### src/rtl/exti_pkg.sv
package exti_pkg;
    parameter int LINES       = 16;
    parameter int BANK_PINS   = 16;
    parameter int SEL_W       = 4;
    parameter int FIELDS_WORD = 4;
    parameter int SEL_WORDS   = LINES / FIELDS_WORD;
    parameter int ADDR_W      = 4;
    parameter int DATA_W      = 16;

    localparam logic [ADDR_W-1:0] A_UNMASK = 4'd0;
    localparam logic [ADDR_W-1:0] A_RISE   = 4'd1;
    localparam logic [ADDR_W-1:0] A_FALL   = 4'd2;
    localparam logic [ADDR_W-1:0] A_PEND   = 4'd3;
    localparam int                SEL_BASE = 4;

    localparam int SOLO_LINES = 5;
    localparam int MID_LO     = 5;
    localparam int MID_HI     = 9;
    localparam int HI_LO      = 10;
    localparam int HI_HI      = 15;
endpackage

### src/rtl/exti_line.sv
module exti_line
    import exti_pkg::*;
#(
    parameter int NUM_BANKS = 6
) (
    input  logic                 clk,
    input  logic                 rst_n,
    input  logic [NUM_BANKS-1:0] bank_pin,
    input  logic [SEL_W-1:0]     sel,
    input  logic                 rise_en,
    input  logic                 fall_en,
    output logic                 edge_ev
);
    logic src;
    logic sync1_q, sync2_q, prev_q;
    logic rise_hit, fall_hit;

    always_comb begin
        src = 1'b0;
        for (int b = 0; b < NUM_BANKS; b++) begin
            if (sel == SEL_W'(b)) src = bank_pin[b];
        end
    end

    always_ff @(posedge clk or negedge rst_n) begin
        if (!rst_n) begin
            sync1_q <= 1'b0;
            sync2_q <= 1'b0;
            prev_q  <= 1'b0;
        end else begin
            sync1_q <= src;
            sync2_q <= sync1_q;
            prev_q  <= sync2_q;
        end
    end

    assign rise_hit = rise_en & sync2_q & ~prev_q;
    assign fall_hit = fall_en & ~sync2_q & prev_q;
    assign edge_ev  = rise_hit | fall_hit;

    // a rising hit means the synchronized pin was low one cycle ago
    assert_rise_edge_R4: assert property (@(posedge clk) disable iff (!rst_n)
        rise_hit |-> (sync2_q && !$past(sync2_q)));

    // a falling hit means the synchronized pin was high one cycle ago
    assert_fall_edge_R5: assert property (@(posedge clk) disable iff (!rst_n)
        fall_hit |-> (!sync2_q && $past(sync2_q)));
endmodule

### src/rtl/exti_regs.sv
module exti_regs
    import exti_pkg::*;
(
    input  logic                       clk,
    input  logic                       rst_n,
    input  logic [ADDR_W-1:0]          addr,
    input  logic [DATA_W-1:0]          wdata,
    input  logic                       we,
    input  logic [LINES-1:0]           edge_ev,
    output logic [LINES-1:0]           unmask_q,
    output logic [LINES-1:0]           rise_q,
    output logic [LINES-1:0]           fall_q,
    output logic [LINES-1:0]           pend_q,
    output logic [SEL_WORDS*DATA_W-1:0] sel_flat,
    output logic [DATA_W-1:0]          rdata
);
    logic [LINES-1:0] clr_mask;
    logic [SEL_WORDS-1:0][DATA_W-1:0] sel_q;

    assign clr_mask = (we && addr == A_PEND) ? wdata : '0;

    always_ff @(posedge clk or negedge rst_n) begin
        if (!rst_n) begin
            unmask_q <= '0;
            rise_q   <= '0;
            fall_q   <= '0;
            pend_q   <= '0;
        end else begin
            // an edge in the same cycle wins over the clear
            pend_q <= (pend_q & ~clr_mask) | edge_ev;
            if (we && addr == A_UNMASK) unmask_q <= wdata;
            if (we && addr == A_RISE)   rise_q   <= wdata;
            if (we && addr == A_FALL)   fall_q   <= wdata;
        end
    end

    for (genvar i = 0; i < SEL_WORDS; i++) begin : g_sel
        always_ff @(posedge clk or negedge rst_n) begin
            if (!rst_n) sel_q[i] <= '0;
            else if (we && addr == ADDR_W'(SEL_BASE + i)) sel_q[i] <= wdata;
        end
        assign sel_flat[i*DATA_W +: DATA_W] = sel_q[i];
    end

    always_comb begin
        rdata = '0;
        if (addr == A_UNMASK) rdata = unmask_q;
        if (addr == A_RISE)   rdata = rise_q;
        if (addr == A_FALL)   rdata = fall_q;
        if (addr == A_PEND)   rdata = pend_q;
        for (int i = 0; i < SEL_WORDS; i++) begin
            if (addr == ADDR_W'(SEL_BASE + i)) rdata = sel_q[i];
        end
    end

    // every detected edge is visible as pending on the next cycle
    assert_edge_sets_R9: assert property (@(posedge clk) disable iff (!rst_n)
        1'b1 |=> ((pend_q & $past(edge_ev)) == $past(edge_ev)));

    // no pending bit rises without an edge from the line logic
    assert_no_spurious_R7: assert property (@(posedge clk) disable iff (!rst_n)
        1'b1 |=> ((pend_q & ~$past(pend_q) & ~$past(edge_ev)) == '0));

    // a write to the unmask word is held afterwards
    assert_cfg_write_R2: assert property (@(posedge clk) disable iff (!rst_n)
        (we && addr == A_UNMASK) |=> (unmask_q == $past(wdata)));
endmodule

### src/rtl/exti_irq.sv
module exti_irq
    import exti_pkg::*;
(
    input  logic                  clk,
    input  logic                  rst_n,
    input  logic [LINES-1:0]      pend,
    input  logic [LINES-1:0]      unmask,
    output logic [SOLO_LINES-1:0] irq_line_o,
    output logic                  irq_mid_o,
    output logic                  irq_hi_o
);
    logic [LINES-1:0] live;

    assign live       = pend & unmask;
    assign irq_line_o = live[SOLO_LINES-1:0];
    assign irq_mid_o  = |live[MID_HI:MID_LO];
    assign irq_hi_o   = |live[HI_HI:HI_LO];

    // with every line masked no request is raised
    assert_masked_quiet_R10: assert property (@(posedge clk) disable iff (!rst_n)
        (unmask == '0) |-> (irq_line_o == '0 && !irq_mid_o && !irq_hi_o));
endmodule

### src/rtl/exti_ctrl.sv
module exti_ctrl
    import exti_pkg::*;
#(
    parameter int NUM_BANKS = 6
) (
    input  logic                           clk,
    input  logic                           rst_n,
    input  logic [ADDR_W-1:0]              bus_addr,
    input  logic [DATA_W-1:0]              bus_wdata,
    input  logic                           bus_we,
    output logic [DATA_W-1:0]              bus_rdata,
    input  logic [NUM_BANKS*BANK_PINS-1:0] pins_i,
    output logic [SOLO_LINES-1:0]          irq_line_o,
    output logic                           irq_mid_o,
    output logic                           irq_hi_o
);
    logic [LINES-1:0] unmask_q, rise_q, fall_q, pend_q, edge_ev;
    logic [SEL_WORDS*DATA_W-1:0] sel_flat;

    exti_regs u_regs (
        .clk      (clk),
        .rst_n    (rst_n),
        .addr     (bus_addr),
        .wdata    (bus_wdata),
        .we       (bus_we),
        .edge_ev  (edge_ev),
        .unmask_q (unmask_q),
        .rise_q   (rise_q),
        .fall_q   (fall_q),
        .pend_q   (pend_q),
        .sel_flat (sel_flat),
        .rdata    (bus_rdata)
    );

    for (genvar n = 0; n < LINES; n++) begin : g_line
        logic [NUM_BANKS-1:0] column;
        for (genvar b = 0; b < NUM_BANKS; b++) begin : g_col
            assign column[b] = pins_i[b*BANK_PINS + n];
        end
        exti_line #(.NUM_BANKS(NUM_BANKS)) u_line (
            .clk      (clk),
            .rst_n    (rst_n),
            .bank_pin (column),
            .sel      (sel_flat[n*SEL_W +: SEL_W]),
            .rise_en  (rise_q[n]),
            .fall_en  (fall_q[n]),
            .edge_ev  (edge_ev[n])
        );
    end

    exti_irq u_irq (
        .clk        (clk),
        .rst_n      (rst_n),
        .pend       (pend_q),
        .unmask     (unmask_q),
        .irq_line_o (irq_line_o),
        .irq_mid_o  (irq_mid_o),
        .irq_hi_o   (irq_hi_o)
    );

    // clearing everything with no edge in flight silences all requests
    assert_clear_all_R8: assert property (@(posedge clk) disable iff (!rst_n)
        (bus_we && bus_addr == A_PEND && bus_wdata == '1 && edge_ev == '0)
        |=> (irq_line_o == '0 && !irq_mid_o && !irq_hi_o));
endmodule

### config.mk
export PLATFORM = sky130hd
export DESIGN_NAME = exti_ctrl
export DESIGN_NICKNAME = d
export VERILOG_FILES = /design/src/rtl/exti_pkg.sv /design/src/rtl/exti_line.sv /design/src/rtl/exti_regs.sv /design/src/rtl/exti_irq.sv /design/src/rtl/exti_ctrl.sv
export SDC_FILE = /design/constraint.sdc
export NUM_CORES = 1
export LEC_CHECK = 0
export BUFFER_PORTS_ARGS = -buffer_cell sky130_fd_sc_hd__buf_2
export CAP_MARGIN = 10
export CORE_MARGIN = 5
export CORE_UTILIZATION = 57
export DETAILED_ROUTE_END_ITERATION = 10
export GPL_ROUTABILITY_DRIVEN = 0
export GPL_TIMING_DRIVEN = 0
export PLACE_DENSITY_LB_ADDON = 0.3
export SYNTH_ARGS = -nofsm -noshare
export SYNTH_HDL_FRONTEND = slang
export SYNTH_SLANG_ARGS = --single-unit
export TNS_END_PERCENT = 30
### constraint.sdc
create_clock -name clk -period 1.6 [get_ports clk]
set_input_delay 0.08 -clock clk [delete_from_list [all_inputs] [get_ports clk]]
set_output_delay 0.08 -clock clk [all_outputs]
set_load 0.02 [all_outputs]
==> metrics.cfg, run 1 <==
[power_and_ir_drop]
combinationalPowerShare_pct = 22.9
p_int_mw = 9.59
power.density_nw_per_um2 = 1320
p_leak_nw = 4.78
p_switching_mw = 4.28
power_mw = 13.9
clockPowerShare_pct = 29.8
pwr-share-seq_pct = 47.4
netSwitchingFraction_pct = 30.9
ir_drop_mv = 1.11

[layout]
num_antenna_cells = 0
drive_gt1_share_pct = 46.0
final_common_cell = dfrtp_1
finalNetCount = 961
final_core_util_pct = 69.8
stdcell_area_sq_um = 10500
fin_cells = 1043
area_growth_pct = 21.2
most-common-layout-cells = 171 x dfrtp_1, 136 x buf_2, 114 x mux2_2

[clocking]
cts_inserted_buffers = 17
cts_tree = done
clockRootBuffer = clkbuf_16
path_clk_slew_ps = 70
insertion_delay_ps = 430
htreeDepth = 4
cts_sinks = 176
clock_path_buffers = 2

[critical_path]
crit_path_end_kind = output pin
worstPathMaxFanout = 2
cp.arrival_ps = 1810
critPathKind = reg2out
cp_slowest_cell = dfrtp_1
r2r_cells = 3
cp.required_ps = 1520
cpPeakStageDelay_ps = 390
cp_cell_sequence = nand2b_1, a2111oi_4, a31oi_1, o22ai_1, buf_4
start_kind = flop

[run]
cap_violations = 0

[grt]
grt_pass1_vias = 6921
grt_pass1_wl_mm = 37.3
grt_max_degree = 98
grt_usage_pct = 27.4
busiest_layer = met2
grt.met3_usage_pct = 6.65
met2_usage_pct = 44.6
antenna_found_initial = 0
use_met1_pct = 35.3
grt_overflow_total = 0

[die]
initial_core_util_pct = 57.6
die_area_sq_um = 17800
num_io_pins = 142
die_h_microns = 133
coreArea_sq_um = 15000
rows = 45
die_w_microns = 133

[sta]
relSlewSlack_pct = 43.6
fmax_mhz = 528
whs_ps = 18.3
final_max_slew_viol_count = 0
min_period_ps = 1890
clock-skew-final_ps = 9.48
setup_ws_ps = -293
rsz0062_at_grt = true
setup_viol = 17
worst_slew_pin_slew_ps = 841
hold_viol_final = 0
fin_crit_sh_pct = 118
finalSetupTns_ps = -3340

[synth]
synth_edf_count = 0
synthCells = 658
synth_seq_area_share_pct = 50.9
synth_area_sq_um = 8660
yosysTopAreaCell = dfrtp_1
avgSynthCellArea_sq_um = 13.2
synth_top_family_by_area = multiplexers
synthAdderAreaFrac_pct = 0
synth_area_leaders = dfrtp_1 51%, mux2_2 15%, mux4_2 6.8%, mux2i_1 5.2%, nand2_1 2.5%
synth_simple_gate_area_share_pct = 8.72
synth-main-ff-cell = dfrtp_1
synthDistinctLibCells = 47
muxShareOfSynthArea_pct = 28.8
syn-num-nets = 777
synth-compound-area-share_pct = 8.05
async_reset_ff_share_pct = 100
yosys_warnings = 0
ys_ff_latch = 176
synthXorXnorAreaFrac_pct = 0
synth_top_area_share_pct = 50.9

[place]
dp_cells = 984
place_ws_ps = -230
port_buffers = 137
dpl.hpwl_mm = 16.4
placement.cell_area_sq_um = 9620

[route]
dr.pass1.iters = 5
drcViolationCount = 0
wl_per_cell_microns = 22.7
drt-vias-per-instance = 6.09
ant_nets = 0
vias = 6356
drt_iter0_markers = 459
routed_wirelength_mm = 23.7

[min_path]
min_delay_path_depth = 3
hp-class = in2reg

[status]
violations = negative setup slack
run_status = complete, but fails checks

## final cells by class
cell class | instances | area [sq um]
Buffer | 33 | 304
Inverter | 2 | 7.51
Clock inverter | 13 | 140
Sequential cell | 176 | 4410
Timing Repair Buffer | 165 | 966
Multi-Input combinational cell | 447 | 3980
Fill cell | 1055 | 4540
Clock buffer | 19 | 453
Tap cell | 188 | 235
## critical path: cells and delay by family (launching register included)
kind,cells,cell delay (ps)
AOI/OAI and AO/OA,3,670
buffers and inverters,1,180
DFF,1,390
and+or+nand+nor,1,140
## cells in the mapped netlist (all sizes together), types with 2 or more instances
master	number
dfrtp	176
mux2	126
nand2	57
nor2	55
mux2i	45
buf	30
mux4	26
a21o	23
o22ai	21
a21oi	19
nand2b	9
a222oi	7
a22oi	6
nor2b	6
o21ai	6
and2	5
nand3	5
nand3b	5
a31oi	4
nor3	4
a22o	3
clkbuf	3
inv	2
o2bb2ai	2
## routing by layer
layer  vias up  part of all wire [%]
li1       2801                     -
met4         0                   3.1
met2       276                    50
met5         -                     0
met1      3220                    41
met3        59                   6.8
## registers in the layout, indices dropped and copies added (netlist names)
signal,flops
u_regs.fall_q,16
u_regs.rise_q,16
g_line.u_line.sync1_q,16
u_regs.sel_flat,64
u_regs.unmask_q,16
u_regs.pend_q,16
g_line.u_line.sync2_q,16
g_line.u_line.prev_q,16
## power groups by stage
| stage | logic (mW) | registers [mW] | clock network (mW) |
|---|---|---|---|
| 2_1_floorplan | 2.15 | 6.31 | 0 |
| 3_3_place_gp | 2.78 | 6.58 | 0 |
| 3_5_place_dp | 2.90 | 6.66 | 0 |
| 4_1_cts | 3.10 | 6.56 | 4.15 |
| 5_1_grt | 3.44 | 6.72 | 4.36 |
| 6_report | 3.17 | 6.57 | 4.13 |
## kinds of logic after synthesis
logic type,after synthesis
compound gates,100
buf+inv,35
flops,176
mux,197
simple gates,150
## final timing paths
kind                                               start                        end  slack (ps)
worst max-delay path                   u_regs.fall_q[11]              bus_rdata[11]        -290
worst min-delay path                        bus_wdata[6]           u_regs.pend_q[6]          20
worst max register to register       u_regs.sel_flat[60]  g_line[15].u_line.sync1_q         250
worst min register to register  g_line[1].u_line.sync1_q   g_line[1].u_line.sync2_q         350
max in group asynchronous                          rst_n        u_regs.sel_flat[24]         510
min in group asynchronous                          rst_n           u_regs.fall_q[3]         200
## what timing repair did
action                                 4_1_cts  5_1_grt
resized for setup                           10        8
buffers inserted                            12        5
gates cloned                                 0        0
hold buffers                                10        0
pin swaps                                    5        3
setup endpoints to repair                   16       18
endpoints found under the hold margin      121        0
No activity file was read; power rests on OpenSTA's default activity.
==> run 2: changes to the inputs <==
--- a/config.mk
+++ b/config.mk
@@ -5,10 +5,13 @@
 export SDC_FILE = /design/constraint.sdc
 export NUM_CORES = 1
 export LEC_CHECK = 0
+export ABC_CLOCK_PERIOD_IN_PS = 1600
 export BUFFER_PORTS_ARGS = -buffer_cell sky130_fd_sc_hd__buf_2
 export CAP_MARGIN = 10
+export CELL_PAD_IN_SITES_DETAIL_PLACEMENT = 2
+export CELL_PAD_IN_SITES_GLOBAL_PLACEMENT = 2
 export CORE_MARGIN = 5
-export CORE_UTILIZATION = 57
+export CORE_UTILIZATION = 39
 export DETAILED_ROUTE_END_ITERATION = 10
 export GPL_ROUTABILITY_DRIVEN = 0
 export GPL_TIMING_DRIVEN = 0
==> metrics.cfg, run 2 (synthesis gave the netlist of run 1 again) <==
[status]
run_status = complete, but fails checks
violations = negative setup slack

[route]
routed_wirelength_mm = 29.7  ; +26%
drcViolationCount = 0  ; unchanged
dr.pass1.iters = 4  ; -1
wl_per_cell_microns = 26.1  ; +15%
drt_iter0_markers = 326  ; -29%
drt-vias-per-instance = 5.61  ; -8.0%
ant_nets = 0  ; unchanged
vias = 6375  ; +0.30%

[critical_path]
cp_top_family = compound AO/OA/AOI/OAI gates
r2r_setup_slack_ps = 180  ; -70 ps
cp.arrival_ps = 1850  ; +40 ps
cp.required_ps = 1520  ; about the same
cp_cell_sequence = mux2_2, a222oi_1, o22ai_1, buf_4
start_kind = flop
worstPathMaxFanout = 2  ; unchanged
cpPeakStageDelay_ps = 400  ; about the same
critPathKind = reg2out
critPathBufInv = 1  ; unchanged
crit_path_end_kind = output pin
cp_slowest_cell = dfrtp_1
r2r-start = u_regs.sel_flat[60]
r2r_end = g_line[15].u_line.sync1_q
r2r_cells = 3  ; unchanged

[die]
die_w_microns = 159  ; +19%
coreArea_sq_um = 21800  ; +45%
die_h_microns = 159  ; +19%
num_io_pins = 142  ; unchanged
die_area_sq_um = 25300  ; +42%
rows = 54  ; +20%
initial_core_util_pct = 39.7  ; -18 points

[grt]
antenna_found_initial = 0  ; unchanged
grt_pass1_wl_mm = 45.7  ; +23%
grt_usage_pct = 23.5  ; -3.9 points
grt_max_degree = 116  ; +18%
grt_overflow_total = 0  ; unchanged
grt_pass1_vias = 7581  ; +9.5%

[layout]
finalNetCount = 963  ; +0.21%
stdcell_area_sq_um = 10700  ; +1.6%
most-common-layout-cells = 167 x dfrtp_1, 133 x buf_2, 115 x mux2_2
num_antenna_cells = 0  ; unchanged
drive_gt1_share_pct = 47.6  ; +1.6 points
final_core_util_pct = 48.9  ; -21 points
nFillCells = 2151  ; +100%
final_common_cell = dfrtp_1
largest_reg_flops = 64  ; unchanged
area_growth_pct = 23.2

[sta]
worst_slew_pin_slew_ps = 950  ; +109 ps
clock-skew-final_ps = 9.61  ; +0.132 ps
fmax_mhz = 517  ; -2.1%
final_max_slew_viol_count = 0  ; unchanged
whs_ps = 11.2  ; -7.11 ps
relSlewSlack_pct = 36.7  ; -6.9 points
hold_viol_final = 0  ; unchanged
setup_ws_ps = -333  ; -40.6 ps
fin_crit_sh_pct = 121  ; +2.5 points
rsz0062_at_grt = true
setup_viol = 17  ; unchanged
min_period_ps = 1930  ; +40.6 ps

[place]
placement.cell_area_sq_um = 9730  ; +1.2%
port_buffers = 137  ; unchanged
dpl.hpwl_mm = 20.5  ; +25%

[power_and_ir_drop]
power_mw = 14.3  ; +2.9%
power.density_nw_per_um2 = 1340  ; +1.3%
p_int_mw = 9.71  ; +1.2%
combinationalPowerShare_pct = 23.5  ; +0.6 points
pwr-share-seq_pct = 46.7  ; -0.7 points
p_leak_nw = 4.78  ; +0.13%
clockPowerShare_pct = 29.8  ; about the same
netSwitchingFraction_pct = 32.0  ; +1.2 points
p_switching_mw = 4.57  ; +6.8%
ir_drop_mv = 0.691  ; -38%

[clocking]
cts_inserted_buffers = 17  ; unchanged
cts_tree = done
cts_sinks = 176  ; unchanged
htreeDepth = 4  ; unchanged
clockRootBuffer = clkbuf_16
insertion_delay_ps = 440  ; about the same
path_clk_slew_ps = 70  ; about the same
clock_path_buffers = 2  ; unchanged

[run]
cap_violations = 0  ; unchanged

[min_path]
hp-class = in2reg
min_to = u_regs.pend_q[10]
hold_start = bus_wdata[10]
min_delay_path_depth = 3  ; unchanged

==> run 2: cell count changes in the layout (fill, tap and decap cells not counted), moves of 2 or more <==
cell	before	now
inv_8	5	2
dfrtp_1	171	167
buf_2	136	133
clkinvlp_4	1	3
inv_6	2	4
clkbuf_4	0	2
buf_4	32	34
dfrtp_2	5	9
==> run 2: layout make-up <==
type	instances	area [sq um]	share of cell area, %
plain buffers	33	310	2.91
flip-flops and latches	176	4420	41.4
repair buffers	167	987	9.26
inverters	2	7.51	0.0704
multi-input cells	447	4000	37.5
well taps	280	350	3.29
clock inverters	14	149	1.40
clock buffers	18	439	4.12
==> run 2: per-stage QoR <==
| step | cells | setup TNS (ps) | worst slack (ps) |
|---|---|---|---|
| 2_1_floorplan | 658 | 0 | 140 |
| 3_3_place_gp | 1075 | -411810 | -2320 |
| 3_5_place_dp | 1076 | -9720 | -308 |
| 4_1_cts | 1124 | -4190 | -358 |
| 5_1_grt | 1137 | -5160 | -385 |
| 6_report | 1137 | -3820 | -333 |
==> run 2: repair_timing <==
action | 4_1_cts | 5_1_grt
endpoints found under the setup margin | 17 | 18
hold endpoints to repair | 87 | 0
resized for setup | 20 | 17
buffers inserted | 6 | 13
hold buffers | 10 | 0
pin swaps | 4 | 1
==> run 2: how the worst max path moves through the flow <==
stage,depth (start not counted),start,end
finish,4,u_regs.fall_q[10],bus_rdata[10]
floorplan,6,bus_addr[2],bus_rdata[8]
CTS,4,u_regs.fall_q[10],bus_rdata[10]
detailed placement,8,bus_addr[0],bus_rdata[11]
global placement,1,rst_n,u_regs.sel_flat[40]
global route,4,u_regs.fall_q[10],bus_rdata[10]
==> run 2: routing by layer <==
layer / part of all wire [%] / vias up / GRT usage (%) / wire length [microns]
li1: - / 2791 / - / -
met1: 40 / 3376 / 29.3 / 12000
met2: 52 / 168 / 40.7 / 15300
met3: 5.6 / 40 / 4.25 / 1670
met4: 2.3 / 0 / 8.65 / 695
met5: 0 / - / 0 / 0
==> run 2: power by group through the flow <==
| stage | clock [mW] | sequential (mW) | combinational (mW) |
|---|---|---|---|
| finish | 4.25 | 6.67 | 3.36 |
| global route | 4.52 | 6.80 | 3.64 |
| CTS | 4.30 | 6.68 | 3.21 |
| detailed placement | 0 | 6.74 | 3.03 |
| global placement | 0 | 6.63 | 2.85 |
| floorplan | 0 | 6.31 | 2.15 |
==> run 2: worst min-delay path, delay by kind of cell <==
kind	cells	cell delay, ps
buf+inv	1	160
compound gates	1	110
simple gates	1	70
==> run 3: changes to the inputs <==
--- a/config.mk
+++ b/config.mk
@@ -5,7 +5,7 @@
 export SDC_FILE = /design/constraint.sdc
 export NUM_CORES = 1
 export LEC_CHECK = 0
-export ABC_CLOCK_PERIOD_IN_PS = 1600
+export ABC_CLOCK_PERIOD_IN_PS = 1900
 export BUFFER_PORTS_ARGS = -buffer_cell sky130_fd_sc_hd__buf_2
 export CAP_MARGIN = 10
 export CELL_PAD_IN_SITES_DETAIL_PLACEMENT = 2
==> constraint.sdc (replaced) <==
create_clock -name clk -period 1.9 [get_ports clk]
set_input_delay 0.095 -clock clk [delete_from_list [all_inputs] [get_ports clk]]
set_output_delay 0.095 -clock clk [all_outputs]
set_load 0.02 [all_outputs]
==> metrics.cfg, run 3 (synthesis gave the netlist of run 1 again) <==
[status]
run_status = complete, but fails checks
violations = negative setup slack

[min_path]
hp-class = in2reg
hold_start = bus_wdata[4]
min_delay_path_depth = 3  ; unchanged

[grt]
grt_pass1_wl_mm = 45.6  ; -0.12%
grt_pass1_vias = 7579  ; -0.026%
antenna_found_initial = 0  ; unchanged
grt_usage_pct = 23.4  ; -0.040 points
grt_overflow_total = 0  ; unchanged
grt_max_degree = 116  ; unchanged

[power_and_ir_drop]
power.density_nw_per_um2 = 1140  ; -15%
p_leak_nw = 4.71  ; -1.6%
ir_drop_mv = 0.614  ; -11%

[run]
cap_violations = 0  ; unchanged

[sta]
finalSetupTns_ps = -97.4  ; +3720 ps
fmax_mhz = 517
setup_ws_ps = -32.6  ; +300 ps
min_period_ps = 1930
hold_viol_final = 0  ; unchanged
rsz0062_at_grt = true
relSlewSlack_pct = 35.9  ; -0.76 points
clock-skew-final_ps = 9.53  ; -0.0834 ps
worst_slew_pin_slew_ps = 961  ; +11.5 ps
final_max_slew_viol_count = 0  ; unchanged
whs_ps = 8.74  ; -2.43 ps
fin_crit_sh_pct = 102
setup_viol = 5  ; -12

[clocking]
cts_sinks = 176  ; unchanged
clock_path_buffers = 2  ; unchanged
path_clk_slew_ps = 80  ; about the same
cts_inserted_buffers = 17  ; unchanged
cts_tree = done
insertion_delay_ps = 440  ; about the same
htreeDepth = 4  ; unchanged
clockRootBuffer = clkbuf_16

[die]
die_area_sq_um = 25300  ; unchanged
die_w_microns = 159  ; unchanged
coreArea_sq_um = 21800  ; unchanged
initial_core_util_pct = 39.7  ; unchanged
die_h_microns = 159  ; unchanged
rows = 54  ; unchanged
num_io_pins = 142  ; unchanged

[route]
wl_per_cell_microns = 26.5  ; +1.5%
vias = 6297  ; -1.2%
drcViolationCount = 0  ; unchanged
drt_iter0_markers = 338  ; +3.7%
routed_wirelength_mm = 29.7  ; about the same
dr.pass1.iters = 5  ; +1
drt-vias-per-instance = 5.62  ; +0.19%
ant_nets = 0  ; unchanged

[critical_path]
critPathKind = reg2out
cp_cell_sequence = mux2_2, a222oi_1, o22ai_1, buf_4
cpPeakStageDelay_ps = 400  ; about the same
critPathBufInv = 1  ; unchanged
start_kind = flop
cp.required_ps = 1800  ; +280 ps
r2r_setup_slack_ps = 480  ; +300 ps
cp_top_family = compound AO/OA/AOI/OAI gates
worstPathMaxFanout = 2  ; unchanged
r2r-start = u_regs.sel_flat[60]
crit_path_end_kind = output pin
r2r_cells = 3  ; unchanged
cp_slowest_cell = dfrtp_1
cp.arrival_ps = 1840  ; about the same
cp.depth = 4  ; unchanged
crit_path_start = u_regs.fall_q[10]

[place]
port_buffers = 137  ; unchanged
dpl.hpwl_mm = 20.5  ; unchanged
placement.cell_area_sq_um = 9730  ; unchanged

[layout]
num_antenna_cells = 0  ; unchanged
stdcell_area_sq_um = 10500  ; -1.8%
largest_reg_flops = 64  ; unchanged
area_growth_pct = 21.0
drive_gt1_share_pct = 46.3  ; -1.4 points
most-common-layout-cells = 171 x dfrtp_1, 137 x buf_2, 114 x mux2_2
final_common_cell = dfrtp_1
nFillCells = 2181  ; +1.4%
finalNetCount = 947  ; -1.7%

## run 3: changes by cell type in the layout (fill, tap and decap cells not counted), moves of 2 or more
cell | previous run | this run
clkbuf_4 | 2 | 0
buf_4 | 34 | 25
dfrtp_2 | 9 | 5
dfrtp_1 | 167 | 171
buf_2 | 133 | 137
dlygate4sd3_1 | 10 | 1
## run 3: power breakdown
part,internal [mW],switching [mW],leakage (nW)
clock,1.89,1.68,0.281
sequential,4.72,0.922,2.12
combinational,1.50,1.22,2.30
total,8.10,3.82,4.71
## run 3: routing by layer
metal	GRT usage, %	up-vias	routed length, microns
met5	0	-	0
met4	8.41	0	570
met3	4.25	30	1460
met2	40.8	186	15500
met1	29.1	3316	12200
li1	-	2765	-
## run 3: area by class of cell
cell class | count | area [sq um] | share of cell area, %
buffer | 33 | 304 | 2.90
clock buffer | 18 | 439 | 4.19
clock inverter | 14 | 149 | 1.42
inverter | 2 | 7.51 | 0.0717
multi-input combinational | 447 | 3980 | 37.9
sequential | 176 | 4410 | 42.1
tap | 280 | 350 | 3.34
timing repair buffer | 151 | 840 | 8.01
## run 3: worst reg2reg max path, stage by stage, from the launching register on
cell and delay [ps]:
dfrtp_1 420, mux4_2 530, mux2i_1 290, nor2_1 70
## run 3: per-stage QoR
| stage | instances | power, mW | util, % | setup slack, ps |
|---|---|---|---|---|
| 2_1_floorplan | 658 | 7.13 | - | 410 |
| 3_3_place_gp | 1075 | 7.98 | 44.4 | -2030 |
| 3_5_place_dp | 1076 | 8.23 | 44.6 | -37.8 |
| 4_1_cts | 1111 | 11.9 | 47.5 | -73.2 |
| 5_1_grt | 1121 | 12.5 | 48.0 | -97.1 |
| 6_report | 1121 | 11.9 | 48.0 | -32.6 |
## run 3: path summary, 6_finish.rpt
path / to
min in group asynchronous: g_line[15].u_line.sync2_q
max in group asynchronous: u_regs.sel_flat[24]
hold / removal: u_regs.pend_q[4]
setup reg to reg: g_line[15].u_line.sync1_q
hold reg to reg: g_line[9].u_line.sync2_q
setup / recovery: bus_rdata[10]
## run 3: what timing repair did
action,CTS,global route
hold endpoints to repair,61,0
hold buffers,1,0
resized for setup,9,12
pin swaps,1,2
setup buffers,2,10
setup endpoints to repair,10,14
